--- config.mk ---
export PLATFORM = sky130hd
export DESIGN_NAME = dr_logic_unit
export DESIGN_NICKNAME = d
export VERILOG_FILES = /design/src/rtl/dr_pkg.sv /design/src/rtl/dr_celem.sv /design/src/rtl/dr_ctree.sv /design/src/rtl/dr_datapath.sv /design/src/rtl/dr_logic_unit.sv
export SDC_FILE = /design/constraint.sdc
export NUM_CORES = 1
export LEC_CHECK = 0
export BUFFER_PORTS_ARGS = -buffer_cell sky130_fd_sc_hd__buf_2
export CAP_MARGIN = 15
export CORE_AREA = 8 8 53 55
export CTS_CLUSTER_DIAMETER = 30
export DETAILED_ROUTE_END_ITERATION = 10
export DIE_AREA = 0 0 61 63
export PLACE_DENSITY = 0.87
export REMOVE_ABC_BUFFERS = 1
export SETUP_SLACK_MARGIN = 0.4
export SKIP_LAST_GASP = 1
export SLEW_MARGIN = 0
export SYNTH_ARGS = -nofsm -noshare
export SYNTH_HDL_FRONTEND = slang
export SYNTH_SLANG_ARGS = --single-unit
--- constraint.sdc ---
create_clock -name clk -period 1.35 [get_ports clk]
set_input_delay 0.2025 -clock clk [delete_from_list [all_inputs] [get_ports clk]]
set_output_delay 0.2025 -clock clk [all_outputs]
set_load 0.02 [all_outputs]
--- src/rtl/dr_pkg.sv ---
package dr_pkg;
  // A dual-rail bit: [1] true wire, [0] false wire.
  typedef logic [1:0] drbit_t;

  localparam drbit_t DR_SPACER = 2'b00;

  function automatic drbit_t dr_not(input drbit_t x);
    return {x[0], x[1]};
  endfunction

  function automatic drbit_t dr_and(input drbit_t x, input drbit_t y);
    return {x[1] & y[1], x[0] | y[0]};
  endfunction

  // OR is AND with rails exchanged on both sides.
  function automatic drbit_t dr_or(input drbit_t x, input drbit_t y);
    return dr_not(dr_and(dr_not(x), dr_not(y)));
  endfunction

  function automatic logic dr_valid(input drbit_t x);
    return x[1] | x[0];
  endfunction

  function automatic logic dr_illegal(input drbit_t x);
    return x[1] & x[0];
  endfunction

  function automatic drbit_t dr_from_bit(input logic v);
    return {v, ~v};
  endfunction

  function automatic logic dr_to_bit(input drbit_t x);
    return x[1];
  endfunction
endpackage

--- src/rtl/dr_celem.sv ---
module dr_celem (
  input  logic clk,
  input  logic rst_n,
  input  logic a,
  input  logic b,
  output logic q
);
  always_ff @(posedge clk) begin
    if (!rst_n)          q <= 1'b0;
    else if (a && b)     q <= 1'b1;
    else if (!a && !b)   q <= 1'b0;
  end
endmodule

--- src/rtl/dr_ctree.sv ---
module dr_ctree #(
  parameter int N = 8
) (
  input  logic         clk,
  input  logic         rst_n,
  input  logic [N-1:0] leaf,
  output logic         root
);
  localparam int LVL   = (N > 1) ? $clog2(N) : 1;
  localparam int NLEAF = 1 << LVL;
  localparam int NINT  = NLEAF - 1;

  logic [NLEAF-1:0] pl;
  logic [NINT-1:0]  q;

  // Pad to a power of two with copies of leaf 0 so padding always agrees.
  for (genvar i = 0; i < NLEAF; i++) begin : g_pad
    if (i < N) begin : g_real
      assign pl[i] = leaf[i];
    end else begin : g_copy
      assign pl[i] = leaf[0];
    end
  end

  // Heap layout: node k has children 2k+1 and 2k+2; indices >= NINT are leaves.
  for (genvar k = 0; k < NINT; k++) begin : g_node
    logic in_l, in_r;
    if (2*k+1 >= NINT) begin : g_from_leaf
      assign in_l = pl[2*k+1-NINT];
      assign in_r = pl[2*k+2-NINT];
    end else begin : g_from_node
      assign in_l = q[2*k+1];
      assign in_r = q[2*k+2];
    end
    dr_celem u_c (.clk(clk), .rst_n(rst_n), .a(in_l), .b(in_r), .q(q[k]));
  end

  assign root = q[0];
endmodule

--- src/rtl/dr_datapath.sv ---
module dr_datapath
  import dr_pkg::*;
#(
  parameter int W = 8
) (
  input  logic [2*W-1:0] a,
  input  logic [2*W-1:0] b,
  input  logic [2*W-1:0] c,
  output logic [2*W-1:0] y
);
  for (genvar i = 0; i < W; i++) begin : g_bit
    drbit_t ab, nc;
    assign ab = dr_and(a[2*i +: 2], b[2*i +: 2]);
    assign nc = dr_not(c[2*i +: 2]);
    assign y[2*i +: 2] = dr_or(ab, nc);
  end
endmodule

--- src/rtl/dr_logic_unit.sv ---
module dr_logic_unit
  import dr_pkg::*;
#(
  parameter int W = 8
) (
  input  logic           clk,
  input  logic           rst_n,
  input  logic [2*W-1:0] a_dr,
  input  logic [2*W-1:0] b_dr,
  input  logic [2*W-1:0] c_dr,
  output logic [2*W-1:0] y_dr,
  output logic           done,
  output logic           err
);
  // Named internal events for the checker.
  logic [W-1:0] out_valid;
  logic [W-1:0] bad_bit;
  logic         out_valid_all;
  logic         out_empty_all;
  logic         in_illegal;

  dr_datapath #(.W(W)) u_dp (.a(a_dr), .b(b_dr), .c(c_dr), .y(y_dr));

  for (genvar i = 0; i < W; i++) begin : g_mon
    assign out_valid[i] = dr_valid(y_dr[2*i +: 2]);
    assign bad_bit[i]   = dr_illegal(a_dr[2*i +: 2]) | dr_illegal(b_dr[2*i +: 2])
                        | dr_illegal(c_dr[2*i +: 2]);
  end

  assign out_valid_all = &out_valid;
  assign out_empty_all = ~|out_valid;
  assign in_illegal    = |bad_bit;

  dr_ctree #(.N(W)) u_tree (.clk(clk), .rst_n(rst_n), .leaf(out_valid), .root(done));

  always_ff @(posedge clk) begin
    if (!rst_n) err <= 1'b0;
    else        err <= in_illegal;
  end
endmodule

# Word-level counts from Yosys, hierarchy flattened
# Cells that the tools add are included.
# classes
n_reduce_logical	36
mux	14
bitwise_logic	80
# ops
operator	count
$and 1x1->1	40
$or 1x1->1	40
$logic_and 1x1->1	14
$logic_not 1->1	14
$mux 1	14
$reduce_bool 2->1	7
$reduce_or 8->1	1
# totals
register_bits	8
word_cells	138
in_bits	50
out_inout_bits	18

# Depth between registers and ports, before layout
# logic_depth
ltp_word	7
ltp_mapped	5
mapped_depth_nobuf	5

# By module
# From an unflattened synthesis, not the netlist that was laid out.
# hier_totals
cells_unflattened	69
area_unflattened_um2	654.4
# by_module_without_submodules
module	cells_each	seq_area_each_um2	n_inst	area_each_um2
dr_celem	4	20.0	7	48.8
dr_logic_unit	25	20.0	1	192.7
dr_datapath	16	0.0	1	120.1

# Worst setup path before layout
# No wires, ideal clock.
# synth_timing
path_kind	input-to-reg
start	in a_dr[8]
end	reg u_tree.g_node[5].u_c.q
cell_stages	5
arrival_ns	1.195
setup_slack_ns	0.039
setup_ns	0.116
cell_sequence	o21a_1 > or2_1 > ha_1 > mux2i_1 > nor2b_1
# synth_via
elab_chain_cells	6
# synth_rtl
item	line	source
start: declaration	dr_logic_unit.sv:8	input logic [2*W-1:0] a_dr,
$or 1x1->1 *	dr_pkg.sv:12	return {x[1] & y[1], x[0] | y[0]};
$and 1x1->1 *	dr_pkg.sv:12	
$or 1x1->1 *	dr_pkg.sv:21	return x[1] | x[0];
$logic_not 1->1	dr_celem.sv:11	else if (!a && !b) q <= 1'b0;
$logic_and 1x1->1	dr_celem.sv:11	
$reduce_bool 2->1 (no source line)	-	
end signal: assignment	dr_celem.sv:9	if (!rst_n) q <= 1'b0;
end signal: assignment	dr_celem.sv:10	else if (a && b) q <= 1'b1;
end signal: assignment	dr_celem.sv:11	
end: declaration	dr_celem.sv:6	output logic q
# Mark *: on every way between the ends. The rest lies on a longest branch, timed or not.
# A chain may end at the register's enable or synchronous reset.

# Final worst setup path
# layout_timing
start	in b_dr[13]
end	reg u_tree.g_node[6].u_c.q
# layout_via
elab_chain_cells	6
# layout_rtl
item	line	source
start: declaration	dr_logic_unit.sv:9	input logic [2*W-1:0] b_dr,
$and 1x1->1 *	dr_pkg.sv:12	
$or 1x1->1 *	dr_pkg.sv:12	
$or 1x1->1 *	dr_pkg.sv:21	
$logic_not 1->1	dr_celem.sv:11	
$logic_and 1x1->1	dr_celem.sv:11	
$reduce_bool 2->1 (no source line)	-	
end signal: assignment	dr_celem.sv:9	
end signal: assignment	dr_celem.sv:10	
end signal: assignment	dr_celem.sv:11	
end: declaration	dr_celem.sv:6	
# Marked as above.

==> results.toml <==
[worst_setup_path]
slowest_delay_ns = 0.31
slowest_stage = "ha_1"
start_kind = "input pin"
rrSetupSlack_ns = 0.36
path_class = "input pin to register"
crit_chain = "buf_6 > a21o_1 > or2_1 > ha_1 > mux2i_1 > nor2b_1"
crit_fanout = 2
reg2reg_from = "u_tree.g_node[5].u_c.q"
ff2ff_path_depth = 3
end_kind = "register"
rr_endpoint = "u_tree.g_node[2].u_c.q"
cp.arrival_ns = 1.28
cp.required_ns = 1.49

[finish]
final_cells = 186
synthToLayoutAreaGrowth_pct = 120.6
drive_above_1_share_pct = 65.19
diodes = 0
finish.utilization_pct = 70.10
fin_nets = 217

[global_route]
grt_pass1_vias = 1056
grt_overflow = 0
grt-busiest-layer = "met2"
antenna_found_initial = 0
use_met1_pct = 16.09
gr-usage-all-layers_pct = 16.64
grt_pass1_wl_mm = 5.009
grt_util_met2_pct = 30.29
grt_use_met3_pct = 7.613
grt_max_degree = 9

[sta]
slew_violations = 0
rsz0062_at_grt = "yes"
fin_ws_ns = 0.2107
min_period_over_period_pct = 84.40
worst_slew_pin_slew_ns = 0.2027
setup_viol = 0
relSlewSlack_pct = 86.48
finalHoldViolCount = 0
fin_crit_ns = 1.139
clock.fmax_ghz = 0.8777
skew_ns = 0.005617

[synth]
synth_area_um2 = 655.6
async_reset_ff_share_pct = 0
yosysTopAreaCell = "dfxtp_1"
ys_warn_count = 0
synth_top_area_share_pct = 24.43
synth_seq_cells = 8
synth-edff-count = 0
synthFlopType = "dfxtp_1"
synth_cells = 69
syn_area_per_cell_um2 = 9.502
ys_top_cells_by_area = "dfxtp_1 24%, ha_1 13%, a22oi_1 13%"
ys_seq_area_share_pct = 24.43
yosys-top-cells-count = "11 x a22oi_1, 8 x a21o_1, 8 x dfxtp_1, 8 x or2_1"
synth_most_common_cell = "a22oi_1"
ys_types = 12

[die]
ioPinCount = 68
dieArea_mm2 = 0.003843
die_w_um = 61
coreArea_mm2 = 0.002063
die_h_um = 63
start_util_pct = 31.78
placementRows = 17

[min_path]
worstHoldPathCells = 2
hold_path_end = "err"
hold_start = "rst_n"
min_path_type = "input pin to register"

[clocking]
clockRootBuffer = "clkbuf_4"
cts_tree = "done"
htreeDepth = 1
cts_sinks = 8
clockBufferDepth = 2
clk_latency_ns = 0.26
clk_pin_slew_worst_paths_ns = 0.06
cts_made_buffers = 3

[pwr]
power_density_mw_per_mm2 = 629.5
p_leak_nw = 0.7088
ir_drop_v = 0.0005456

[placed_design]
portBuffers = 67
place_inst = 175
dp_slack_ns = -0.04760
hpwl_mm = 2.506
gp_congestion = 0.8696

[detailed_routing]
drc = 0
routedWlPerCell_um = 18.26
drt-initial-drc-count = 40
first_pass_iters = 4
antenna_left = 0
vias = 944
viasPerCell = 5.075
routed_wl_mm = 3.396

[status]
status = "complete, no violations"

[job]
maxCapViolCount = 0
==> registers in the layout (all words and copies together) (netlist names) <==
signal,cells
u_tree.g_node.u_c.q,7
err,1
==> timing repair <==
action / in CTS / in global routing
setup endpoints to repair: 15 / 14
hold buffers: 0 / 0
pin swaps: 20 / 14
gates resized for setup: 33 / 19
gates cloned: 0 / 0
setup buffers: 3 / 5
==> final cells by class <==
type,instances,area (um2)
sequential,8,168.9
tap,28,35.03
timing repair buffer,86,663.1
fill,155,616.8
clock buffer,3,22.52
multi-input combinational,61,556.8
==> per-layer routing <==
| layer | wire length [um] | vias up | share of wire, % |
|---|---|---|---|
| met5 | 0 | - | 0 |
| met3 | 364 | 6 | 11 |
| met1 | 1111 | 449 | 33 |
| met4 | 75 | 0 | 2.2 |
| met2 | 1844 | 41 | 54 |
| li1 | - | 448 | - |
==> power breakdown <==
| part | internal (mW) | switching (mW) |
|---|---|---|
| Sequential | 0.257 | 0.0177 |
| Clock | 0.102 | 0.0833 |
| Combinational | 0.262 | 0.189 |
==> per-stage QoR <==
step / setup TNS [ns] / total power, mW / instance area [um2] / hold WS (ns)
3_3_place_gp: -0.02797 / 0.6018 / 1109 / 0.4948
4_1_cts: 0 / 0.8661 / 1316 / 0.2365
2_1_floorplan: 0 / 0.4332 / 655.6 / 0.3304
5_1_grt: 0 / 0.9731 / 1446 / 0.2241
6_report: 0 / 0.9104 / 1446 / 0.2354
3_5_place_dp: -0.1398 / 0.6116 / 1109 / 0.5078
==> worst max path at each step <==
stage,endpoint,start,cells past startpoint,slack [ns]
after floorplan,u_tree.g_node[5].u_c.q,a_dr[8],5,0.04
after global placement,u_tree.g_node[5].u_c.q,a_dr[8],6,-0.02
after detailed placement,u_tree.g_node[5].u_c.q,a_dr[8],6,-0.05
after CTS,u_tree.g_node[5].u_c.q,a_dr[8],6,0.24
after global routing,u_tree.g_node[6].u_c.q,b_dr[13],6,0.18
final,u_tree.g_node[6].u_c.q,b_dr[13],6,0.21
==> critical path: cells and delay by family <==
kind,cells,cell delay (ns)
mux,1,0.19
buf+inv,1,0.09
compound gates,1,0.18
fa+ha+maj,1,0.31
simple gates,2,0.31
==> cells by family (layout without fill, tap and decap cells) <==
family / Yosys count / in the layout / share of synthesized area [%]
AO/OA/AOI/OAI: 29 / 29 / 34.35
AND/OR/NAND/NOR: 18 / 18 / 17.18
flip-flops: 8 / 8 / 24.43
adder cells (fa/ha/maj): 7 / 7 / 13.36
multiplexers: 7 / 7 / 10.69
buffers and inverters: 0 / 89 / 0
==> cells in the final DEF, fill, tap and decap left out <==
cell | netlist | routed
buf_6 | 0 | 30
ha_4 | 0 | 4
buf_4 | 0 | 18
a22oi_2 | 1 | 2
a22oi_1 | 11 | 10
o21a_4 | 0 | 1
a21o_1 | 8 | 8
nor2b_1 | 7 | 7
o31a_1 | 1 | 1
nand4_1 | 3 | 3
dfxtp_1 | 8 | 1
ha_1 | 7 | 3
o21a_1 | 7 | 7
or2_1 | 8 | 8
mux2i_1 | 7 | 7
dfxtp_2 | 0 | 7
buf_2 | 0 | 38
clkbuf_4 | 0 | 3
(Power assumes the default switching activity.)
